`src/rtl/i2c_seq_pkg.sv`:
```
package i2c_seq_pkg;
  localparam int BYTE_W = 8;

  typedef enum logic [2:0] {
    RS_DATA = 3'd0, RS_CTRL = 3'd1, RS_DIV = 3'd2,
    RS_SADR = 3'd3, RS_XSADR = 3'd4, RS_SRST = 3'd5
  } reg_sel_e;

  localparam int CB_ACK   = 2;
  localparam int CB_STOP  = 4;
  localparam int CB_START = 5;
  localparam int CB_EN    = 6;
  localparam int CB_IEN   = 7;

  localparam logic [BYTE_W-1:0] M_ACK   = BYTE_W'(1) << CB_ACK;
  localparam logic [BYTE_W-1:0] M_STOP  = BYTE_W'(1) << CB_STOP;
  localparam logic [BYTE_W-1:0] M_START = BYTE_W'(1) << CB_START;
  localparam logic [BYTE_W-1:0] M_EN    = BYTE_W'(1) << CB_EN;
  localparam logic [BYTE_W-1:0] M_IEN   = BYTE_W'(1) << CB_IEN;
  localparam logic [BYTE_W-1:0] CTL_BASE = M_ACK | M_EN | M_IEN;
  localparam logic [BYTE_W-1:0] CTL_INIT = M_EN | M_STOP;

  localparam logic [7:0] SC_START   = 8'h08;
  localparam logic [7:0] SC_RSTART  = 8'h10;
  localparam logic [7:0] SC_WA_ACK  = 8'h18;
  localparam logic [7:0] SC_WA_NAK  = 8'h20;
  localparam logic [7:0] SC_WD_ACK  = 8'h28;
  localparam logic [7:0] SC_WD_NAK  = 8'h30;
  localparam logic [7:0] SC_RA_ACK  = 8'h40;
  localparam logic [7:0] SC_RA_NAK  = 8'h48;
  localparam logic [7:0] SC_RD_ACK  = 8'h50;
  localparam logic [7:0] SC_RD_NAK  = 8'h58;
  localparam logic [7:0] SC_WA2_ACK = 8'hD0;
  localparam logic [7:0] SC_RA2_ACK = 8'hE0;

  typedef enum logic [1:0] {ERR_NONE, ERR_NODEV, ERR_IO, ERR_TMO} err_e;

  typedef enum logic [2:0] {
    ST_IDLE, ST_INIT, ST_WSTART, ST_WADR1, ST_WADR2, ST_WACK, ST_WDATA, ST_ABORT
  } seq_st_e;

  typedef enum logic [2:0] {
    AC_CONT, AC_START, AC_ADR1, AC_ADR2, AC_SEND, AC_RECV, AC_RECV_STOP, AC_STOP
  } act_e;

  typedef enum logic [1:0] {EX_IDLE, EX_DATA, EX_CTRL} ex_e;
endpackage

```
`src/rtl/i2c_seq_addr.sv`:
```
module i2c_seq_addr
  import i2c_seq_pkg::*;
(
  input  logic [9:0]        addr_i,
  input  logic              rd_i,
  input  logic              rev_i,
  input  logic              ten_i,
  output logic [BYTE_W-1:0] byte1_o,
  output logic [BYTE_W-1:0] byte2_o
);
  logic dir;
  assign dir     = rd_i ^ rev_i;
  assign byte1_o = ten_i ? {5'b11110, addr_i[9:8], dir} : {addr_i[6:0], dir};
  assign byte2_o = addr_i[7:0];
endmodule

```
`src/rtl/i2c_seq_decode.sv`:
```
module i2c_seq_decode
  import i2c_seq_pkg::*;
#(
  parameter int CNT_W = 8
) (
  input  logic [7:0]       status_i,
  input  logic             ten_i,
  input  logic [CNT_W-1:0] left_i,
  output act_e             act_o,
  output seq_st_e          st_o,
  output err_e             err_o,
  output logic             dec_o,
  output logic             clr_ack_o
);
  logic zero, one, two;
  assign zero = (left_i == '0);
  assign one  = (left_i == CNT_W'(1));
  assign two  = (left_i == CNT_W'(2));

  always_comb begin
    act_o = AC_STOP; st_o = ST_IDLE; err_o = ERR_NONE;
    dec_o = 1'b0; clr_ack_o = 1'b0;
    case (status_i)
      SC_START, SC_RSTART: begin act_o = AC_ADR1; st_o = ST_WADR1; end
      SC_WA_ACK, SC_WA2_ACK, SC_WD_ACK: begin
        if (status_i == SC_WA_ACK && ten_i) begin
          act_o = AC_ADR2; st_o = ST_WADR2;
        end else if (!zero) begin
          act_o = AC_SEND; st_o = ST_WACK; dec_o = 1'b1;
        end
      end
      SC_RA_ACK, SC_RA2_ACK: begin
        if (status_i == SC_RA_ACK && ten_i) begin
          act_o = AC_ADR2; st_o = ST_WADR2;
        end else if (!zero) begin
          act_o = AC_CONT; st_o = ST_WDATA; clr_ack_o = one;
        end
      end
      SC_RD_ACK: begin
        act_o = AC_RECV; st_o = ST_WDATA; dec_o = 1'b1; clr_ack_o = two;
      end
      SC_RD_NAK: act_o = AC_RECV_STOP;
      SC_WA_NAK, SC_WD_NAK, SC_RA_NAK: err_o = ERR_NODEV;
      default: err_o = ERR_IO;
    endcase
  end
endmodule

```
`src/rtl/i2c_seq_timer.sv`:
```
module i2c_seq_timer #(
  parameter int TMO_W = 16
) (
  input  logic             clk_i,
  input  logic             rst_ni,
  input  logic             clear_i,
  input  logic             run_i,
  input  logic [TMO_W-1:0] limit_i,
  output logic             expired_o
);
  logic [TMO_W-1:0] cnt_q;
  assign expired_o = run_i && (cnt_q >= limit_i);

  always_ff @(posedge clk_i or negedge rst_ni) begin
    if (!rst_ni)                 cnt_q <= '0;
    else if (clear_i || !run_i)  cnt_q <= '0;
    else if (!expired_o)         cnt_q <= cnt_q + TMO_W'(1);
  end
endmodule

```
`src/rtl/i2c_msg_seq.sv`:
```
module i2c_msg_seq
  import i2c_seq_pkg::*;
#(
  parameter int CNT_W = 8,
  parameter int TMO_W = 16
) (
  input  logic              clk_i,
  input  logic              rst_ni,
  input  logic              init_i,
  input  logic [BYTE_W-1:0] div_i,
  input  logic [TMO_W-1:0]  tmo_i,
  input  logic              start_i,
  input  logic [9:0]        desc_addr_i,
  input  logic              desc_rd_i,
  input  logic              desc_rev_i,
  input  logic              desc_ten_i,
  input  logic              desc_nostart_i,
  input  logic [CNT_W-1:0]  desc_len_i,
  input  logic              irq_i,
  input  logic [7:0]        status_i,
  input  logic [BYTE_W-1:0] rx_data_i,
  input  logic [BYTE_W-1:0] tx_data_i,
  output logic              tx_pop_o,
  output logic              rx_push_o,
  output logic [BYTE_W-1:0] rx_data_o,
  output logic              wr_en_o,
  output logic [2:0]        wr_sel_o,
  output logic [BYTE_W-1:0] wr_data_o,
  output logic              busy_o,
  output logic              done_o,
  output logic [1:0]        err_o
);
  seq_st_e           state_q;
  ex_e               ex_q;
  logic [2:0]        step_q;
  logic [BYTE_W-1:0] ctl_q, ctl_wr_q, adr1_q, adr2_q, rx_dat_q, wr_dat_q;
  logic [CNT_W-1:0]  left_q;
  logic              ten_q, fin_q, wr_en_q, tx_pop_q, rx_push_q, done_q;
  reg_sel_e          wr_sel_q;
  err_e              err_q;

  logic [BYTE_W-1:0] a1, a2;
  act_e              d_act;
  seq_st_e           d_st;
  err_e              d_err;
  logic              d_dec, d_clr, tmo;

  i2c_seq_addr u_addr (
    .addr_i(desc_addr_i), .rd_i(desc_rd_i), .rev_i(desc_rev_i),
    .ten_i(desc_ten_i), .byte1_o(a1), .byte2_o(a2)
  );

  i2c_seq_decode #(.CNT_W(CNT_W)) u_dec (
    .status_i(status_i), .ten_i(ten_q), .left_i(left_q),
    .act_o(d_act), .st_o(d_st), .err_o(d_err), .dec_o(d_dec), .clr_ack_o(d_clr)
  );

  // next-action selection
  logic    fire, is_start, abort_now, quit_now, dec, clr, fin;
  act_e    act;
  seq_st_e nst;
  err_e    nerr;

  always_comb begin
    fire = 1'b0; is_start = 1'b0; abort_now = 1'b0; quit_now = 1'b0;
    act = AC_STOP; nst = ST_IDLE; nerr = err_q; dec = 1'b0; clr = 1'b0; fin = 1'b0;
    if (ex_q == EX_IDLE) begin
      case (state_q)
        ST_IDLE: if (!init_i) begin
          if (start_i) begin
            fire = 1'b1; is_start = 1'b1; nerr = ERR_NONE;
            if (!desc_nostart_i) begin
              act = AC_START; nst = ST_WSTART;
            end else if (desc_rd_i) begin
              act = AC_CONT; nst = ST_WDATA; clr = (desc_len_i == CNT_W'(1));
            end else begin
              act = AC_SEND; nst = ST_WACK; dec = 1'b1;
            end
          end else if (irq_i) begin
            fire = 1'b1;  // stray event: close bus
          end
        end
        ST_INIT: ;
        ST_ABORT: begin
          if (irq_i) begin fire = 1'b1; fin = 1'b1; nerr = ERR_TMO; end
          else if (tmo) quit_now = 1'b1;
        end
        default: begin
          if (irq_i) begin
            fire = 1'b1; act = d_act; nst = d_st; nerr = d_err;
            dec = d_dec; clr = d_clr;
            fin = (d_act == AC_STOP) || (d_act == AC_RECV_STOP);
          end else if (tmo) abort_now = 1'b1;
        end
      endcase
    end
  end

  logic [CNT_W-1:0]  left_src, left_nx;
  logic [BYTE_W-1:0] ctl_src, ctl_n, ctl_keep, ctl_go;
  logic              stop_act;

  assign left_src = is_start ? desc_len_i : left_q;
  assign left_nx  = left_src - CNT_W'(dec);
  assign ctl_src  = is_start ? CTL_BASE : ctl_q;
  assign ctl_n    = clr ? (ctl_src & ~M_ACK) : ctl_src;
  assign stop_act = (act == AC_STOP) || (act == AC_RECV_STOP);
  assign ctl_keep = stop_act ? (ctl_n & ~M_IEN) : ctl_n;
  assign ctl_go   = stop_act ? (ctl_keep | M_STOP)
                  : (act == AC_START) ? (ctl_n | M_START) : ctl_n;

  i2c_seq_timer #(.TMO_W(TMO_W)) u_tmr (
    .clk_i(clk_i), .rst_ni(rst_ni), .clear_i(fire || abort_now),
    .run_i((state_q != ST_IDLE) && (state_q != ST_INIT)),
    .limit_i(tmo_i), .expired_o(tmo)
  );

  always_ff @(posedge clk_i or negedge rst_ni) begin
    if (!rst_ni) begin
      state_q <= ST_IDLE;  ex_q <= EX_IDLE;  step_q <= '0;
      ctl_q <= M_EN;       ctl_wr_q <= '0;   adr1_q <= '0;  adr2_q <= '0;
      left_q <= '0;        ten_q <= 1'b0;    fin_q <= 1'b0; err_q <= ERR_NONE;
      wr_en_q <= 1'b0;     wr_sel_q <= RS_DATA; wr_dat_q <= '0;
      tx_pop_q <= 1'b0;    rx_push_q <= 1'b0; rx_dat_q <= '0; done_q <= 1'b0;
    end else begin
      wr_en_q <= 1'b0; tx_pop_q <= 1'b0; rx_push_q <= 1'b0; done_q <= 1'b0;
      case (ex_q)
        EX_DATA: begin
          wr_en_q <= 1'b1; wr_sel_q <= RS_CTRL; wr_dat_q <= ctl_wr_q;
          done_q <= fin_q; ex_q <= EX_CTRL;
        end
        EX_CTRL: ex_q <= EX_IDLE;
        default: begin
          if (state_q == ST_INIT) begin
            wr_en_q <= 1'b1;
            step_q  <= step_q + 3'd1;
            case (step_q)
              3'd1: begin wr_sel_q <= RS_DIV;   wr_dat_q <= div_i; end
              3'd2: begin wr_sel_q <= RS_SADR;  wr_dat_q <= '0;    end
              3'd3: begin wr_sel_q <= RS_XSADR; wr_dat_q <= '0;    end
              default: begin
                wr_sel_q <= RS_CTRL; wr_dat_q <= CTL_INIT;
                ctl_q <= CTL_INIT & ~M_STOP; state_q <= ST_IDLE; ex_q <= EX_CTRL;
              end
            endcase
          end else if (state_q == ST_IDLE && init_i) begin
            wr_en_q <= 1'b1; wr_sel_q <= RS_SRST; wr_dat_q <= '0;
            step_q <= 3'd1; state_q <= ST_INIT;
          end else if (fire) begin
            state_q <= nst; err_q <= nerr; left_q <= left_nx;
            ctl_q <= ctl_keep; ctl_wr_q <= ctl_go; fin_q <= fin;
            if (is_start) begin ten_q <= desc_ten_i; adr1_q <= a1; adr2_q <= a2; end
            wr_en_q <= 1'b1;
            case (act)
              AC_ADR1: begin wr_sel_q <= RS_DATA; wr_dat_q <= adr1_q; ex_q <= EX_DATA; end
              AC_ADR2: begin wr_sel_q <= RS_DATA; wr_dat_q <= adr2_q; ex_q <= EX_DATA; end
              AC_SEND: begin
                wr_sel_q <= RS_DATA; wr_dat_q <= tx_data_i; tx_pop_q <= 1'b1; ex_q <= EX_DATA;
              end
              default: begin
                wr_sel_q <= RS_CTRL; wr_dat_q <= ctl_go; done_q <= fin; ex_q <= EX_CTRL;
                if (act == AC_RECV || act == AC_RECV_STOP) begin
                  rx_push_q <= 1'b1; rx_dat_q <= rx_data_i;
                end
              end
            endcase
          end else if (abort_now) begin
            state_q <= ST_ABORT; err_q <= ERR_TMO;
          end else if (quit_now) begin
            state_q <= ST_IDLE; done_q <= 1'b1;
          end
        end
      endcase
    end
  end

  assign tx_pop_o  = tx_pop_q;
  assign rx_push_o = rx_push_q;
  assign rx_data_o = rx_dat_q;
  assign wr_en_o   = wr_en_q;
  assign wr_sel_o  = wr_sel_q;
  assign wr_data_o = wr_dat_q;
  assign busy_o    = (state_q != ST_IDLE);
  assign done_o    = done_q;
  assign err_o     = err_q;

  AST_CTRL_AFTER_DATA: assert property (@(posedge clk_i) disable iff (!rst_ni)
    wr_en_o && wr_sel_o == RS_DATA |=> wr_en_o && wr_sel_o == RS_CTRL);
  AST_POP_ON_DATA: assert property (@(posedge clk_i) disable iff (!rst_ni)
    tx_pop_o |-> wr_en_o && wr_sel_o == RS_DATA);
  AST_PUSH_ON_CTRL: assert property (@(posedge clk_i) disable iff (!rst_ni)
    rx_push_o |-> wr_en_o && wr_sel_o == RS_CTRL);
  AST_LAST_BYTE_NACK: assert property (@(posedge clk_i) disable iff (!rst_ni)
    rx_push_o && wr_data_o[CB_STOP] |-> !wr_data_o[CB_ACK]);
  AST_STOP_NO_IEN: assert property (@(posedge clk_i) disable iff (!rst_ni)
    wr_en_o && wr_sel_o == RS_CTRL && wr_data_o[CB_STOP] |-> !wr_data_o[CB_IEN]);
  AST_DONE_PULSE: assert property (@(posedge clk_i) disable iff (!rst_ni)
    done_o |=> !done_o);
  AST_DONE_NOT_BUSY: assert property (@(posedge clk_i) disable iff (!rst_ni)
    done_o |-> !busy_o);
  AST_DONE_WITH_STOP: assert property (@(posedge clk_i) disable iff (!rst_ni)
    done_o && err_o != ERR_TMO |-> wr_en_o && wr_sel_o == RS_CTRL && wr_data_o[CB_STOP]);
endmodule

```
`config.mk`:
```
export PLATFORM = sky130hd
export DESIGN_NAME = i2c_msg_seq
export DESIGN_NICKNAME = d
export VERILOG_FILES = /design/src/rtl/i2c_seq_pkg.sv /design/src/rtl/i2c_seq_addr.sv /design/src/rtl/i2c_seq_decode.sv /design/src/rtl/i2c_seq_timer.sv /design/src/rtl/i2c_msg_seq.sv
export SDC_FILE = /design/constraint.sdc
export NUM_CORES = 1
export LEC_CHECK = 0
export ABC_AREA = 1
export BUFFER_PORTS_ARGS = -buffer_cell sky130_fd_sc_hd__buf_2
export CAP_MARGIN = 20
export CORE_MARGIN = 8
export CORE_UTILIZATION = 37
export CTS_CLUSTER_DIAMETER = 80
export DETAILED_ROUTE_END_ITERATION = 10
export MAX_ROUTING_LAYER = met4
export PLACE_DENSITY = 0.54
export SYNTH_ARGS = -nofsm -noshare
export SYNTH_HDL_FRONTEND = slang
export SYNTH_HIERARCHICAL = 1
export SYNTH_SLANG_ARGS = --single-unit
```
`constraint.sdc`:
```
create_clock -name clk_i -period 4.54 [get_ports clk_i]
set_input_delay 0.454 -clock clk_i [delete_from_list [all_inputs] [get_ports clk_i]]
set_output_delay 0.454 -clock clk_i [all_outputs]
set_load 0.02 [all_outputs]
```
==> impl_metrics.env <==
export IMPL_outcome="finished clean"
export IMPL_synth_edff_count=0
export IMPL_ys_ff_latch=91
export IMPL_cp_top_family="simple AND/OR/NAND/NOR gates"
export IMPL_fin_worst_skew_ns=0.0132
export IMPL_crit_path_start_kind="register"
export IMPL_ant_nets=0
export IMPL_fmax_ghz=0.318
export IMPL_criticalPathCategory="register to register"
export IMPL_critPathMaxStageDelay_ns=0.48
export IMPL_grt_busiest_layer="met2"
export IMPL_syn_instance_count=910
export IMPL_drtIter0Drc=351
export IMPL_yosysWarnings=6
export IMPL_grtUsageMet2_pct=23.3
export IMPL_finalCritPeriodShare_pct=69.2
export IMPL_drt_wl_total_um=16400
export IMPL_min_path_type="primary input to async pin"
export IMPL_routedWlPerCell_um=13.4
export IMPL_cts_setup_buffers=0
export IMPL_crit_top_cell="nand2_1"
export IMPL_cp_required_ns=4.83
export IMPL_rsz0062_at_grt="no"
export IMPL_fin_util_pct=42.9
export IMPL_synth_nets=1011
export IMPL_maxSlewHeadroom_pct=50.5
export IMPL_drt_pass1_iterations=4
export IMPL_num_rows=48
export IMPL_synth_cell_type_count=47
export IMPL_p_total_mw=4.01
export IMPL_synthFlopType="dfrtp_1"
export IMPL_layout_nets=1097
export IMPL_fin_crit_ns=3.14
export IMPL_p_leak_nw=4.10
export IMPL_drc=0
export IMPL_path_max_fanout=18
export IMPL_cts_made_buffers=9
export IMPL_io_pins=101
export IMPL_yosysSeqAreaShare_pct=35.3
export IMPL_crit_arrival_ns=3.43
export IMPL_core_area_um2=17200
export IMPL_grt_max_degree=57
export IMPL_initial_core_util_pct=37.6
export IMPL_ir_worst_vdd_mv=0.256
export IMPL_io_buffers=100
export IMPL_final_max_slew_violation_count=0
export IMPL_die_h_um=148
export IMPL_grt_overflow_total=0
export IMPL_cts_tree="done"
export IMPL_layout_drive_gt1_share_pct=18.7
export IMPL_clk_latency_ns=0.36
export IMPL_synthArstFlopShare_pct=100
export IMPL_synth_area_per_cell_um2=7.09
export IMPL_p_per_area_nw_per_um2=543
export IMPL_use_met1_pct=21.4
export IMPL_end_kind="register"
export IMPL_dieArea_um2=21900
export IMPL_cts_max_path_buffers=2
export IMPL_syn2layout_area_growth_pct=14.2
export IMPL_h_tree_depth=3
export IMPL_setup_viol_count_final=0
export IMPL_cts_resized=0
export IMPL_syn_area_um2=6450
export IMPL_first_global_vias=5449
export IMPL_clk_pin_slew_worst_paths_ns=0.07
export IMPL_track_usage_pct=15.7
export IMPL_clockRootBuffer="clkbuf_16"
export IMPL_worst_slew_pin_slew_ns=0.743
export IMPL_grt_pass1_wl_um=27300
export IMPL_grt_antenna_before_repair=0
export IMPL_viasPerCell=4.70
export IMPL_num_vias=5764
export IMPL_hpwl_um=12500
export IMPL_fin_setup_tns_ns=0
export IMPL_cap_violations=0
export IMPL_ctsHoldBuffers=0
export IMPL_die_w_um=148
export IMPL_cts_sinks=91
export IMPL_crit_chain="ha_1 > nand2_1 > nand2_1 > nand3_1 > a21oi_1 > nor2_4 > a21oi_1 > nand3_1 > nor2_1 > nor2_1 > inv_1 > nor2_2 > buf_4 > nand4_1 > nand2_1"
export IMPL_hold_viol=0
export IMPL_slowest_stage="dfrtp_1"
export IMPL_antenna_cells=0
export IMPL_routabilityCongestion=0.832
export IMPL_path_buf_inv=2
export IMPL_rrSetupSlack_ns=1.40
export IMPL_use_met3_pct=2.64
==> layout by cell type, fill, tap and decap left out, types with 6 or more instances in the layout <==
cell	count
xor2_1	8
a31oi_1	7
or2_1	6
dfrtp_1	90
a21oi_1	33
nor2_1	88
clkbuf_16	9
ha_1	26
nor2_4	9
nand3_1	62
o21ai_0	39
nand2_4	6
nand2_1	280
buf_2	99
nand3_2	8
mux2_4	8
nand2_2	8
nor2_2	10
nand4_1	30
inv_1	123
==> power breakdown <==
| group | total, mW | internal [mW] | switching, mW |
|---|---|---|---|
| registers | 1.24 | 1.08 | 0.154 |
| logic | 1.99 | 0.637 | 1.35 |
| clock network | 0.780 | 0.432 | 0.348 |
| total | 4.01 | 2.15 | 1.85 |
==> logic make-up after synthesis <==
group / synth area share (%)
AND/OR/NAND/NOR: 36.4
XOR/XNOR: 1.22
flip-flops: 35.3
adder cells (fa/ha/maj): 5.04
AO/OA/AOI/OAI: 8.80
buffers and inverters: 10.5
multiplexers: 2.70
==> cell type report <==
type                            instances  area, um^2
Timing Repair Buffer                  103         526
Clock buffer                            9         225
Inverter                              129         489
Fill cell                            1858        9810
Clock inverter                          7        73.8
Tap cell                              225         282
Sequential cell                        91        2280
Multi-Input combinational cell        662        3500
==> sequential cells by signal (all words and copies together) (netlist names), 2 cells and up <==
signal       flops
adr1_q           8
adr2_q           8
ctl_q            8
ctl_wr_q         8
err_o            2
ex_q             2
left_q           8
rx_data_o        8
state_q          3
step_q           3
u_tmr/cnt_q     16
wr_data_o        8
wr_sel_o         3
==> worst reg2reg max path, cell delays in order (launching register included) <==
cell	delay, ns
dfrtp_1	0.48
ha_1	0.34
nand2_1	0.06
nand2_1	0.04
nand3_1	0.06
a21oi_1	0.10
nor2_4	0.41
a21oi_1	0.14
nand3_1	0.12
nor2_1	0.07
nor2_1	0.15
inv_1	0.11
nor2_2	0.46
buf_4	0.32
nand4_1	0.12
nand2_1	0.10
==> layer usage <==
layer  share of wire [%]  vias up
li1                    -     3052
met1                  51     2588
met2                  44      112
met3                 3.7       12
met4                 1.2        0
met5                   0        -
==> per-stage QoR <==
step / instances / worst slack [ns] / hold WS (ns) / area [um^2]
3_3_place_gp: 1210 / 1.41 / 0.459 / 7070
4_1_cts: 1226 / 1.43 / 0.177 / 7370
3_5_place_dp: 1210 / 1.33 / 0.462 / 7070
2_1_floorplan: 910 / 1.98 / 0.158 / 6450
5_1_grt: 1226 / 1.07 / 0.217 / 7370
6_report: 1226 / 1.40 / 0.152 / 7370
==> Yosys cell counts (9+ instances only) <==
cell type	instances	share of area [%]
nor2_4	9	1.6
inv_1	123	7.2
nor2_1	89	5.2
dfrtp_1	90	35
a21oi_1	33	2.6
nor2_2	9	0.87
nand4_1	30	2.9
o21ai_0	39	3.0
nand3_1	62	4.8
nand2_1	280	16
ha_1	26	5.0
buf_4	14	1.6
==> worst paths after layout <==
check	start	end	cells after the start
worst max-delay path	u_tmr/cnt_q[9]$_DFFE_PN0P_	u_tmr/cnt_q[3]$_DFFE_PN0P_	15
worst min-delay path	rst_ni	rx_data_o[2]$_DFFE_PN0P_	1
worst max register to register	u_tmr/cnt_q[9]$_DFFE_PN0P_	u_tmr/cnt_q[3]$_DFFE_PN0P_	15
worst min register to register	wr_data_o[3]$_DFFE_PN0P_	wr_data_o[3]$_DFFE_PN0P_	2
max in group asynchronous	rst_ni	state_q[2]$_DFFE_PN0P_	2
min in group clk_i	rx_data_i[2]	rx_data_o[2]$_DFFE_PN0P_	3
Power figures use the tool's default switching activity.
